==> src/rtl/evcap_pkg.sv <==
package evcap_pkg;
    typedef enum logic [2:0] {
        ACT_NONE    = 3'd0,
        ACT_CAPT    = 3'd1,
        ACT_UPDN    = 3'd2,
        ACT_QDEC    = 3'd3,
        ACT_RESTART = 3'd4,
        ACT_FRQ     = 3'd5,
        ACT_PW      = 3'd6,
        ACT_RSVD    = 3'd7
    } act_e;

    // previous levels of lines {A,B}
    typedef enum logic [1:0] {
        PH_00 = 2'b00,
        PH_01 = 2'b01,
        PH_10 = 2'b10,
        PH_11 = 2'b11
    } phase_e;

    localparam logic [1:0] ADDR_CTRL = 2'd0;
    localparam logic [1:0] ADDR_PER  = 2'd1;
    localparam logic [1:0] ADDR_ECLR = 2'd2;
    localparam logic [1:0] ADDR_CNT  = 2'd3;
endpackage

==> src/rtl/evcap_route.sv <==
module evcap_route #(
    parameter int LINES = 8,
    parameter int CH    = 4,
    parameter int SELW  = $clog2(LINES)
) (
    input  logic             clk,
    input  logic             rst_n,
    input  logic [LINES-1:0] bus,
    input  logic             dly,
    input  logic [SELW-1:0]  sel,
    output logic [CH-1:0]    ch_ev
);
    logic [LINES-1:0] bus_d;
    logic [LINES-1:0] src;

    always_ff @(posedge clk or negedge rst_n) begin
        if (!rst_n) bus_d <= '0;
        else        bus_d <= bus;
    end

    assign src = dly ? bus_d : bus;

    for (genvar k = 0; k < CH; k++) begin : g_ch
        logic [SELW-1:0] idx;
        assign idx      = sel + SELW'(k);
        assign ch_ev[k] = src[idx];
    end
endmodule

==> src/rtl/evcap_chan.sv <==
module evcap_chan #(
    parameter int W = 16
) (
    input  logic         clk,
    input  logic         rst_n,
    input  logic         cap_stb,
    input  logic [W-1:0] cap_val,
    input  logic         pop,
    input  logic         err_clr,
    output logic [W-1:0] head,
    output logic         valid,
    output logic         err
);
    logic [W-1:0] buf_q, buf_n, head_n, head_p;
    logic         buf_v, buf_vn, buf_vp, valid_n, valid_p, ovf;

    always_comb begin
        if (pop && valid) begin
            head_p  = buf_q;
            valid_p = buf_v;
            buf_vp  = 1'b0;
        end else begin
            head_p  = head;
            valid_p = valid;
            buf_vp  = buf_v;
        end
        head_n  = head_p;
        valid_n = valid_p;
        buf_n   = buf_q;
        buf_vn  = buf_vp;
        ovf     = 1'b0;
        if (cap_stb) begin
            if (!valid_p) begin
                head_n  = cap_val;
                valid_n = 1'b1;
            end else if (!buf_vp) begin
                buf_n  = cap_val;
                buf_vn = 1'b1;
            end else begin
                ovf = 1'b1;
            end
        end
    end

    always_ff @(posedge clk or negedge rst_n) begin
        if (!rst_n) begin
            head  <= '0;
            valid <= 1'b0;
            buf_q <= '0;
            buf_v <= 1'b0;
            err   <= 1'b0;
        end else begin
            head  <= head_n;
            valid <= valid_n;
            buf_q <= buf_n;
            buf_v <= buf_vn;
            if (ovf)          err <= 1'b1;
            else if (err_clr) err <= 1'b0;
        end
    end


    err_needs_full_chk: assert property (@(posedge clk) disable iff (!rst_n)
        $rose(err) |-> $past(valid && buf_v && cap_stb));


    buf_behind_head_chk: assert property (@(posedge clk) disable iff (!rst_n)
        buf_v |-> valid);


    pop_keeps_chk: assert property (@(posedge clk) disable iff (!rst_n)
        (pop && buf_v) |=> valid);
endmodule

==> src/rtl/evcap_timer.sv <==
module evcap_timer
    import evcap_pkg::*;
#(
    parameter int W     = 16,
    parameter int LINES = 8,
    parameter int CH    = 4
) (
    input  logic            clk,
    input  logic            rst_n,
    input  logic            wr_en,
    input  logic [1:0]      wr_addr,
    input  logic [W-1:0]    wr_data,
    input  logic [LINES-1:0] ev_bus,
    input  logic [CH-1:0]   cap_pop,
    output logic [W-1:0]    count,
    output logic [CH-1:0]   cap_flag,
    output logic [CH-1:0]   cap_err,
    output logic [CH*W-1:0] cap_data
);
    localparam int SELW = $clog2(LINES);

    act_e            act_q;
    logic            dly_q;
    logic [SELW-1:0] sel_q;
    logic [W-1:0]    period;
    phase_e          phase_q;

    logic [CH-1:0]   ch_ev;
    logic [CH-1:0]   cap_stb;
    logic [CH-1:0]   err_clr;
    logic [W-1:0]    cnt_n, cnt_inc, cnt_dec;
    logic [1:0]      ph_prev, ph_cur;
    logic            ev_a, q_up, q_dn, pw_rise, pw_fall, cnt_wr;

    evcap_route #(.LINES(LINES), .CH(CH), .SELW(SELW)) u_route (
        .clk(clk), .rst_n(rst_n), .bus(ev_bus), .dly(dly_q), .sel(sel_q), .ch_ev(ch_ev)
    );

    assign ev_a    = ch_ev[0];
    assign ph_cur  = {ch_ev[0], ch_ev[1]};
    assign ph_prev = phase_q;
    assign pw_rise = ev_a && !ph_prev[1];
    assign pw_fall = !ev_a && ph_prev[1];
    assign cnt_wr  = wr_en && (wr_addr == ADDR_CNT);
    assign err_clr = (wr_en && wr_addr == ADDR_ECLR) ? wr_data[CH-1:0] : '0;
    assign cnt_inc = (count == period) ? '0 : count + 1'b1;
    assign cnt_dec = (count == '0) ? period : count - 1'b1;

    // state register: control, period, count, phase machine
    always_ff @(posedge clk or negedge rst_n) begin
        if (!rst_n) begin
            act_q   <= ACT_NONE;
            dly_q   <= 1'b0;
            sel_q   <= '0;
            period  <= '1;
            count   <= '0;
            phase_q <= PH_00;
        end else begin
            phase_q <= phase_e'(ph_cur);
            count   <= cnt_wr ? wr_data : cnt_n;
            if (wr_en && wr_addr == ADDR_CTRL) begin
                act_q <= act_e'(wr_data[7:5]);
                dly_q <= wr_data[4];
                sel_q <= wr_data[SELW-1:0];
            end
            if (wr_en && wr_addr == ADDR_PER) period <= wr_data;
        end
    end

    // quadrature transition decode
    always_comb begin
        q_up = 1'b0;
        q_dn = 1'b0;
        unique case (phase_q)
            PH_00: begin q_up = (ph_cur == 2'b10); q_dn = (ph_cur == 2'b01); end
            PH_10: begin q_up = (ph_cur == 2'b11); q_dn = (ph_cur == 2'b00); end
            PH_11: begin q_up = (ph_cur == 2'b01); q_dn = (ph_cur == 2'b10); end
            PH_01: begin q_up = (ph_cur == 2'b00); q_dn = (ph_cur == 2'b11); end
        endcase
    end

    // outputs of the action decode: next count and capture strobes
    always_comb begin
        cnt_n   = cnt_inc;
        cap_stb = '0;
        unique case (act_q)
            ACT_CAPT:    cap_stb = ch_ev;
            ACT_UPDN:    cnt_n = ev_a ? cnt_dec : cnt_inc;
            ACT_QDEC:    cnt_n = q_up ? cnt_inc : (q_dn ? cnt_dec : count);
            ACT_RESTART: cnt_n = ev_a ? '0 : cnt_inc;
            ACT_FRQ: begin
                cnt_n      = ev_a ? '0 : cnt_inc;
                cap_stb[0] = ev_a;
            end
            ACT_PW: begin
                cnt_n      = pw_rise ? '0 : cnt_inc;
                cap_stb[0] = pw_fall;
            end
            default:     cnt_n = cnt_inc;
        endcase
    end

    for (genvar k = 0; k < CH; k++) begin : g_chan
        evcap_chan #(.W(W)) u_chan (
            .clk(clk), .rst_n(rst_n), .cap_stb(cap_stb[k]), .cap_val(count),
            .pop(cap_pop[k]), .err_clr(err_clr[k]),
            .head(cap_data[k*W +: W]), .valid(cap_flag[k]), .err(cap_err[k])
        );
    end


    restart_zero_chk: assert property (@(posedge clk) disable iff (!rst_n)
        (act_q == ACT_RESTART && ch_ev[0] && !cnt_wr) |=> (count == '0));


    frq_zero_chk: assert property (@(posedge clk) disable iff (!rst_n)
        (act_q == ACT_FRQ && ch_ev[0] && !cnt_wr) |=> (count == '0 && cap_flag[0]));


    wrap_chk: assert property (@(posedge clk) disable iff (!rst_n)
        ((act_q == ACT_NONE || act_q == ACT_RSVD) && count == period && !cnt_wr)
        |=> (count == '0));


    updn_down_chk: assert property (@(posedge clk) disable iff (!rst_n)
        (act_q == ACT_UPDN && ch_ev[0] && count != '0 && !cnt_wr)
        |=> (count == $past(count) - 1'b1));
endmodule

==> config.mk <==
export PLATFORM = sky130hd
export DESIGN_NAME = evcap_timer
export DESIGN_NICKNAME = d
export VERILOG_FILES = /design/src/rtl/evcap_pkg.sv /design/src/rtl/evcap_route.sv /design/src/rtl/evcap_chan.sv /design/src/rtl/evcap_timer.sv
export SDC_FILE = /design/constraint.sdc
export NUM_CORES = 1
export LEC_CHECK = 0
export ABC_AREA = 1
export BUFFER_PORTS_ARGS = -buffer_cell sky130_fd_sc_hd__clkbuf_2
export CAP_MARGIN = 20
export CELL_PAD_IN_SITES_DETAIL_PLACEMENT = 1
export CELL_PAD_IN_SITES_GLOBAL_PLACEMENT = 1
export CORE_MARGIN = 1.5
export CORE_UTILIZATION = 28
export CTS_CLUSTER_DIAMETER = 50
export DETAILED_ROUTE_END_ITERATION = 10
export PLACE_DENSITY = 0.58
export SLEW_MARGIN = 20
export SYNTH_ARGS = -nofsm -noshare
export SYNTH_HDL_FRONTEND = slang
export SYNTH_SLANG_ARGS = --single-unit
export TNS_END_PERCENT = 100
==> constraint.sdc <==
create_clock -name clk -period 3 [get_ports clk]
set_input_delay 0.15 -clock clk [delete_from_list [all_inputs] [get_ports clk]]
set_output_delay 0.15 -clock clk [all_outputs]
set_load 0.005 [all_outputs]
# [Word level (Yosys, flattened, before mapping)]
# Cells that the tools add are included.
[word_totals] regBits=189 inputBits=33
[op_classes] add_sub_neg=5 magnitude_cmp=4 n_bitwise=4 reduce_logical=26 n_eq_ne=17 muxes=75
[ops] cell="$mux 16" count=20
[ops] cell="$pmux 16 s4" count=1
[ops] cell="$mux 1" count=44
[ops] cell="$add 16x1->16 const B" count=1
[ops] cell="$eq 16x16->1" count=1
[ops] cell="$logic_not 16->1" count=1
[ops] cell="$lt 3x4->1 const B" count=4
[ops] cell="$sub 16x1->16 const B" count=1
[ops] cell="$bmux 1 s3" count=4
[ops] cell="$eq 2x2->1 const B" count=6
[ops] cell="$reduce_and 3->1" count=4
[ops] cell="$logic_and 1x1->1" count=10
[ops] cell="$eq 3x3->1 const B" count=3
[ops] cell="$mux 8" count=1
[ops] cell="$pmux 1 s4" count=2
[ops] cell="$reduce_bool 2->1" count=4
[ops] cell="$add 3x2->3 const B" count=2
[ops] cell="$eq 2x1->1 const B" count=3
[ops] cell="$eq 3x2->1 const B" count=2
[ops] cell="$logic_not 2->1" count=3
[ops] cell="$mux 4" count=1
[ops] cell="$ne 4x2->1 const B" count=1
[ops] cell="$not 1->1" count=4
[ops] cell="$reduce_or 2->1" count=2
[ops] cell="5 further kinds" count=6

# [Depth between registers and ports, before layout]
# Gate-level depths: netlist of run 1.
[depth] ltp_word=9 mapped_depth=19 depth_no_buf=16

# [By module]
# A second synthesis of run 1 with hierarchy kept.
[hier_totals] cells_unflattened=1477 hier_area_um2=11153.2
[modules_own_cells] module="evcap_chan" area_each_um2=1731.7 seq_area_each_um2=875.8 instances=4 cells_each=206
[modules_own_cells] module="evcap_timer" area_each_um2=3572.2 seq_area_each_um2=1046.0 instances=1 cells_each=561
[modules_own_cells] module="evcap_route" area_each_um2=654.4 seq_area_each_um2=200.2 instances=1 cells_each=92

# [Worst setup path after synthesis of run 1]
# Ideal clock, no wire load.
[synth_path] kind="reg2reg" from="register sel_q[0]" to="register count[11]" setup_time_ns=0.117 path_slack_ns=0.786 path_stages_with_launch=20 period_less_slack_ns=2.214 t_arrival_ns=2.097 path_cell_list="dfrtp_1 -> inv_2 -> buf_2 -> ha_1 -> inv_1 -> nand3_1 -> nand2_1 -> nand2_1 -> nand2_2 -> nand2_2 -> nand2_2 -> nand2_2 -> buf_6 -> nand2_8 -> nand2_4 -> buf_6 -> nand2_1 -> nand3_1 -> nand2_1 -> nand2_1"
[synth_via] elab_chain_cells=8
[synth_rtl] item="start: declaration" line_no="evcap_timer.sv:24" rtl="logic [SELW-1:0] sel_q;"
[synth_rtl] item="start signal: assignment" line_no="evcap_timer.sv:64" rtl="sel_q <= wr_data[SELW-1:0];"
[synth_rtl] item="$add 3x1->3 (*)" line_no="evcap_route.sv:25" rtl="assign idx = sel + SELW'(k);"
[synth_rtl] item="$bmux 1 s3 (*)" line_no="evcap_route.sv:26" rtl="assign ch_ev[k] = src[idx];"
[synth_rtl] item="$mux 1 (not written as such) (*)" line_no="evcap_route.sv:26"
[synth_rtl] item="via ch_ev[1]" line_no="evcap_timer.sv:28" rtl="logic [CH-1:0] ch_ev;"
[synth_rtl] item="$eq 2x1->1, or another cell as far along" line_no="evcap_timer.sv:75, evcap_timer.sv:77"
[synth_rtl] item="$pmux 1 s4" line_no="evcap_timer.sv:74" rtl="unique case (phase_q)"
[synth_rtl] item="$mux 16" line_no="evcap_timer.sv:89" rtl="ACT_QDEC: cnt_n = q_up ? cnt_inc : (q_dn ? cnt_dec : count);"
[synth_rtl] item="$pmux 16 s4" line_no="evcap_timer.sv:86" rtl="unique case (act_q)"
[synth_rtl] item="$mux 16" line_no="evcap_timer.sv:60" rtl="count <= cnt_wr ? wr_data : cnt_n;"
[synth_rtl] item="end signal: assignment" line_no="evcap_timer.sv:60"
[synth_rtl] item="end: declaration" line_no="evcap_timer.sv:15" rtl="output logic [W-1:0] count,"
# The timed path passes the listed nets; every way through them passes the cells marked *. The select of a mux whose other input is x is not followed.
# A chain may end at the register's enable or synchronous reset.

# [Final worst setup path of run 1]
[layout_path] from="register count[1]" to="register count[1]"
[layout_via] elab_chain_cells=6
[layout_rtl] item="$sub 16x1->16 / $logic_not 16->1 (equally long branches)" line_no="evcap_timer.sv:47" rtl="assign cnt_dec = (count == '0) ? period : count - 1'b1;"
[layout_rtl] item="$mux 16" line_no="evcap_timer.sv:47"
[layout_rtl] item="$mux 16 (2 in series)" line_no="evcap_timer.sv:89"
[layout_rtl] item="$pmux 16 s4 (*)" line_no="evcap_timer.sv:86"
[layout_rtl] item="$mux 16 (*)" line_no="evcap_timer.sv:60"
# Mark *: on every way between the ends. The rest lies on a longest branch, timed or not. The select of a mux whose other input is x is not followed.

==> results.sh, run 1 <==
export IMPL_worstSetupEndpointType="register"
export IMPL_die_area_um2=36700
export IMPL_drv_slew=0
export IMPL_hold_viol=0
export IMPL_yosysSeqAreaShare_pct=47.7
export IMPL_synth_nets=1312
export IMPL_hold_class="in -> reg"
export IMPL_finalCritPeriodShare_pct=87.4
export IMPL_worstSetupPathType="reg -> reg"
export IMPL_antenna_found_initial=0
export IMPL_die_h_um=191
export IMPL_regArea_um2=4750
export IMPL_stdcell_area_um2=12000
export IMPL_syn2layout_area_growth_pct=20.5
export IMPL_tns_ps=0
export IMPL_crit_path_start_kind="register"
export IMPL_syn_inst=1274
export IMPL_io_buffers=120
export IMPL_dr_total_vias=9200
export IMPL_required_ps=3380
export IMPL_nFillCells=4232
export IMPL_power_density_nw_per_um2=979
export IMPL_synth_commonest_cells="nand2_1, dfrtp_1, o21ai_0"
export IMPL_tightest_slew_ps=724
export IMPL_drt_total_wl_um=36100
export IMPL_outcome="finished, final reports clean"
export IMPL_synth_edff_count=0
export IMPL_core_area_um2=34800
export IMPL_fmax_ghz=0.382
export IMPL_postSynthAreaPerCell_um2=7.81
export IMPL_antennaDiodeCount=0
export IMPL_wire_per_inst_um=19.2
export IMPL_firstDrtPassIters=5
export IMPL_ys_flop_type="dfrtp_1"
export IMPL_p_leak_nw=5.84
export IMPL_syn_area_um2=9950
export IMPL_place_inst=1821
export IMPL_numCtsBuffers=17
export IMPL_start_util_pct=28.6
export IMPL_dpl_hpwl_um=26000
export IMPL_async_flop_share_pct=100
export IMPL_ioPinCount=121
export IMPL_antenna_left=0
export IMPL_chipWidth_um=191
export IMPL_skew_ps=13.6
export IMPL_synth_seq_cells=189
export IMPL_insertion_delay_ps=450
export IMPL_irDropWorstVdd_v=0.000481
export IMPL_yosysWarnings=0
export IMPL_grt_pass1_wl_um=56000
export IMPL_synth_area_leader_cell="dfrtp_1"
export IMPL_fin_util_pct=34.4
export IMPL_drc=0
export IMPL_yosysTopAreaCellShare_pct=43.5
export IMPL_path_clk_slew_ps=60
export IMPL_rsz0062_at_grt="no"
export IMPL_cts_tree="yes"
export IMPL_gp_congestion=0.804
export IMPL_crit_path_max_fanout=10
export IMPL_final_cells=1875
export IMPL_drive_gt1_share_pct=18.7
export IMPL_grt_usage_pct=20.5
export IMPL_nets=1446
export IMPL_arrival_ps=3000
export IMPL_fin_hold_ws_ps=31.5
export IMPL_setup_ws_ps=379
export IMPL_cts_sinks=189
export IMPL_cts_setup_buffers=0
export IMPL_post_route_min_period_ps=2620
export IMPL_grt_overflow=0
export IMPL_root_buffer="clkbuf_16"
export IMPL_max_cap_viol_count=0
export IMPL_drt_vias_per_instance=4.91
export IMPL_htreeDepth=4
export IMPL_grt_pass1_vias=9276
export IMPL_grt_max_degree=74
export IMPL_yosys_top_cells_area="dfrtp_1, nand2_1, o21ai_0, nand3_1, dfstp_2"
export IMPL_drt_iter0_markers=383
export IMPL_dp_slack_ps=400
export IMPL_slew_headroom_pct=51.7
export IMPL_place_area_um2=11200
export IMPL_multi_input_area_um2=4390
export IMPL_setup_viol=0
export IMPL_synth_most_common_cell="nand2_1"
export IMPL_report_power_total_mw=11.7
export IMPL_rows=68
export IMPL_synthDistinctLibCells=39
export IMPL_clock_path_buffers=2
[path summary, 6_finish.rpt]
| kind | startpoint | end | slack [ps] | depth (start not counted) |
|---|---|---|---|---|
| max in group asynchronous | rst_n | g_chan[0].u_chan.buf_q[12] | 1960 | 3 |
| worst max register to register | count[1] | count[1] | 380 | 11 |
| min in group asynchronous | rst_n | g_chan[3].u_chan.buf_q[1] | 240 | 2 |
| worst max-delay path | count[1] | count[1] | 380 | 11 |
| worst min register to register | g_chan[2].u_chan.buf_q[1] | g_chan[2].u_chan.buf_q[1] | 480 | 2 |
| worst min-delay path | wr_data[1] | period[1] | 30 | 3 |
[sequential cells by signal (all words and copies together), names as in the netlist]
signal,flops
g_chan.u_chan.valid,4
count,16
u_route.bus_d,8
period,16
g_chan.u_chan.head,64
g_chan.u_chan.err,4
g_chan.u_chan.buf_q,64
g_chan.u_chan.buf_v,4
ph_prev,2
sel_q,3
act_q,3
dly_q,1
[placed cells by master, fill, tap and decap left out, types with 4 or more instances in the layout]
| master | instances |
|---|---|
| dfrtp_1 | 173 |
| clkbuf_2 | 119 |
| xor2_1 | 14 |
| xnor2_1 | 9 |
| ha_1 | 5 |
| nand2_2 | 5 |
| nand2_1 | 353 |
| inv_1 | 103 |
| clkbuf_16 | 17 |
| o21ai_1 | 8 |
| mux2_2 | 23 |
| nand4_1 | 24 |
| o21ai_0 | 126 |
| dlygate4sd3_1 | 23 |
| nor3_1 | 9 |
| dfstp_2 | 16 |
| nor2_1 | 96 |
| a31oi_1 | 40 |
| nand3_1 | 114 |
| o21a_1 | 16 |
| a21oi_1 | 26 |
| buf_4 | 53 |
| o22ai_1 | 4 |
[layout make-up]
type	count	share of cell area, %
flip-flops and latches	189	39.6
multi-input cells	893	36.6
repair buffers	199	10.8
well taps	455	4.75
clock buffers	19	3.70
inverters	108	3.38
clock inverters	12	1.10
[kinds of logic (layout without fill, tap and decap cells)]
logic type / Yosys count / after routing / share of synthesized area (%)
simple gates: 619 / 619 / 26.5
compound gates: 223 / 223 / 12.2
buf+inv: 192 / 338 / 8.24
flops: 189 / 189 / 47.7
xor+xnor: 23 / 23 / 2.02
mux: 23 / 23 / 2.60
fa+ha+maj: 5 / 5 / 0.629
[critical path, stage by stage (launching register included)]
cell,delay (ps)
dfrtp_1,520
inv_1,230
ha_1,220
nand2_1,90
nor2_1,110
nand4_1,420
o21ai_0,470
nand3_1,130
nand2_1,100
nand3b_1,120
o21ai_0,80
nand2_1,60
[where the power goes]
part,switching (mW),internal (mW),total (mW)
clock,1.10,1.19,2.29
combinational,3.11,1.90,5.01
sequential,0.870,3.56,4.43
total,5.08,6.66,11.7
[per-layer routing]
metal	wire length (um)	up-vias	GRT usage (%)
li1	-	4436	-
met1	17800	4616	28.7
met2	17000	128	33.4
met3	864	20	2.72
met4	401	0	4.78
met5	0	-	0
[timing repair]
item	in CTS	in global routing
hold endpoints to repair	67	0
resized for setup	0	0
hold buffers	23	0
(Power assumes the default switching activity.)
==> run 2, diff against run 1 <==
Settings changed: ABC_AREA 1 to 0, CORE_UTILIZATION 28 to 35, PLACE_DENSITY 0.58 to 0.65.
==> run 2 against run 1 <==
Global-route usage fell by 0.22 points. Area after synthesis shrank 4.6%. Synthesized cell count is 34% lower. Sequential power increased by 3%. Critical path depth fell by 1. Sequential share of layout area up 1.8 points. Fmax down 10%. Core utilization is 8.4 points higher. Clock power is 4% lower. Routed wire length shrank 23%. Critical endpoint is now count[12]. Largest cell class unchanged.
==> results.sh, run 2 <==
export IMPL_outcome="finished, final reports clean"
export IMPL_grt_pass1_wl_um=43700
export IMPL_setup_viol=0
export IMPL_skew_ps=15.0
export IMPL_root_buffer="clkbuf_16"
export IMPL_final_cell_mix="dfrtp_1, clkbuf_2, mux2_2"
export IMPL_die_h_um=168
export IMPL_tns_ps=0
export IMPL_antennaDiodeCount=0
export IMPL_grt_usage_pct=20.3
export IMPL_clock_path_buffers=2
export IMPL_insertion_delay_ps=440
export IMPL_synth_edff_count=0
export IMPL_crit_buf_inv=3
export IMPL_syn_inst=844
export IMPL_slew_headroom_pct=29.8
export IMPL_grtUsageMet1_pct=27.9
export IMPL_chipWidth_um=168
export IMPL_die_area_um2=28100
export IMPL_max_cap_viol_count=0
export IMPL_tightest_slew_ps=1050
export IMPL_drt_iter0_markers=546
export IMPL_crit_path_start_kind="register"
export IMPL_grt_pass1_vias=7270
export IMPL_top_regs="g_chan.u_chan.buf_q: 64 flops, g_chan.u_chan.head: 64 flops"
export IMPL_ioPinCount=121
export IMPL_synth_commonest_cells="dfrtp_1, mux2_2, mux2i_1"
export IMPL_global_route_usage_met2_pct=33.5
export IMPL_cpMaxStageDelayCell="mux4_2"
export IMPL_setup_ws_ps=78.6
export IMPL_synth_area_leader_cell="dfrtp_1"
export IMPL_path_clk_slew_ps=70
export IMPL_synth_nets=882
export IMPL_crit_chain="buf_12 -> mux4_2 -> mux4_2 -> xnor2_2 -> buf_4 -> or2b_4 -> o21ai_4 -> buf_4 -> o221ai_2 -> a22o_1"
export IMPL_cpLargestDelayFamily="multiplexers"
export IMPL_required_ps=3320
export IMPL_worstSetupEndpointType="register"
export IMPL_drc=0
export IMPL_yosysTopAreaCellShare_pct=45.6
export IMPL_core_area_um2=26800
export IMPL_cts_sinks=189
export IMPL_final_common_cell="dfrtp_1"
export IMPL_hold_viol=0
export IMPL_dpl_hpwl_um=19700
export IMPL_numCtsBuffers=17
export IMPL_ys_flop_type="dfrtp_1"
export IMPL_crit_path_max_fanout=8
export IMPL_drv_slew=0
export IMPL_antenna_found_initial=0
export IMPL_async_flop_share_pct=100
export IMPL_syn2layout_area_growth_pct=20.9
export IMPL_htreeDepth=4
export IMPL_rows=60
export IMPL_yosysSeqAreaShare_pct=50.1
export IMPL_power_density_nw_per_um2=986
export IMPL_finalCritPeriodShare_pct=97.4
export IMPL_irDropWorstVdd_v=0.000484
export IMPL_synthDistinctLibCells=63
export IMPL_cpPeakStageDelay_ps=530
export IMPL_drt_vias_per_instance=5.29
export IMPL_synth_most_common_cell="dfrtp_1"
export IMPL_firstDrtPassIters=5
export IMPL_dp_slack_ps=8.57
export IMPL_grt_overflow=0
export IMPL_gr_usage_met3_pct=3.26
export IMPL_drt_total_wl_um=27700
export IMPL_yosysWarnings=0
export IMPL_wire_per_inst_um=20.6
export IMPL_grt_max_degree=82
export IMPL_fmax_ghz=0.342
export IMPL_worstSetupPathType="reg -> reg"
export IMPL_hold_class="in -> reg"
export IMPL_cts_tree="yes"
export IMPL_nets=1030
export IMPL_drive_gt1_share_pct=34.0
export IMPL_gp_congestion=0.843
export IMPL_p_leak_nw=5.67
export IMPL_arrival_ps=3240
export IMPL_syn_area_um2=9490
export IMPL_io_buffers=120
export IMPL_start_util_pct=35.4
export IMPL_synth_seq_cells=189
export IMPL_antenna_left=0
export IMPL_yosys_top_cells_area="dfrtp_1, mux2_2, mux2i_1, dfstp_2, a21oi_1"
export IMPL_post_route_min_period_ps=2920
export IMPL_grt_busiest_layer="met2"
export IMPL_postSynthAreaPerCell_um2=11.2
export IMPL_dr_total_vias=7123
## run 2: cell types whose count changed after synthesis, sizes merged, moves of 13 or more
| cell | delta |
|---|---|
| o221ai | +13 |
| mux2 | +54 |
| nand2b | +15 |
| inv | -95 |
| buf | -19 |
| a31oi | -35 |
| mux2i | +74 |
| nand2 | -291 |
| nor2 | -35 |
| xor2 | +14 |
| nand4 | -19 |
| o21ai | -86 |
| nand3 | -97 |
| a21oi | +28 |
## run 2: report_power, final
group / switching (mW) / leakage [nW] / total (mW) / internal, mW
combinational: 2.32 / 3.01 / 4.53 / 2.21
clock: 1.09 / 0.276 / 2.20 / 1.12
sequential: 1.00 / 2.38 / 4.57 / 3.57
## run 2: repair_timing
item	4_1_cts	5_1_grt
setup buffers	0	4
setup endpoints to repair	1	5
endpoints found under the hold margin	79	0
hold buffers	17	0
gates resized for setup	1	6
pin swaps	1	1
## run 2: final timing paths
path                                      startpoint                         end  slack [ps]  cells past startpoint
max                                            dly_q                   count[12]          80                     10
min                                       wr_data[5]                   period[5]          20                      2
max reg2reg                                    dly_q                   count[12]          80                     10
min reg2reg                g_chan[0].u_chan.buf_q[1]   g_chan[0].u_chan.buf_q[1]         490                      2
max in group asynchronous                      rst_n                  period[12]        1750                      3
min in group asynchronous                      rst_n  g_chan[0].u_chan.buf_q[15]         300                      2
## run 2: cells by family after synthesis
logic type / share of synthesized area, %
simple gates: 10.8
mux: 20.2
buf+inv: 3.98
xor+xnor: 4.04
fa+ha+maj: 0.659
flops: 50.1
compound gates: 10.3
## run 2: final cells by class
type                            count  area [um2]
Clock buffer                       18         439
Clock inverter                     14         128
Fill cell                        2910       15300
Inverter                           11        41.3
Multi-Input combinational cell    573        4380
Sequential cell                   189        4750
Tap cell                          341         427
Timing Repair Buffer              200        1310
## run 2: stage by stage
stage	cell area, um2	util, %	instances	hold WS (ps)	total power [mW]
finish	11500	42.8	1346	19.5	11.3
floorplan	9490	-	844	-146	7.07
global placement	10700	39.9	1293	259	8.92
detailed placement	10700	39.9	1293	254	9.10
global route	11500	42.8	1346	13.3	12.0
CTS	11400	42.6	1342	7.83	11.4
## run 2: metal layers
| layer | part of all wire [%] | wire [um] | vias to the layer above |
|---|---|---|---|
| met5 | 0 | 0 | - |
| met4 | 1.5 | 424 | 0 |
| met3 | 3.5 | 964 | 31 |
| met2 | 48 | 13200 | 164 |
| met1 | 47 | 13100 | 3631 |
| li1 | - | - | 3297 |
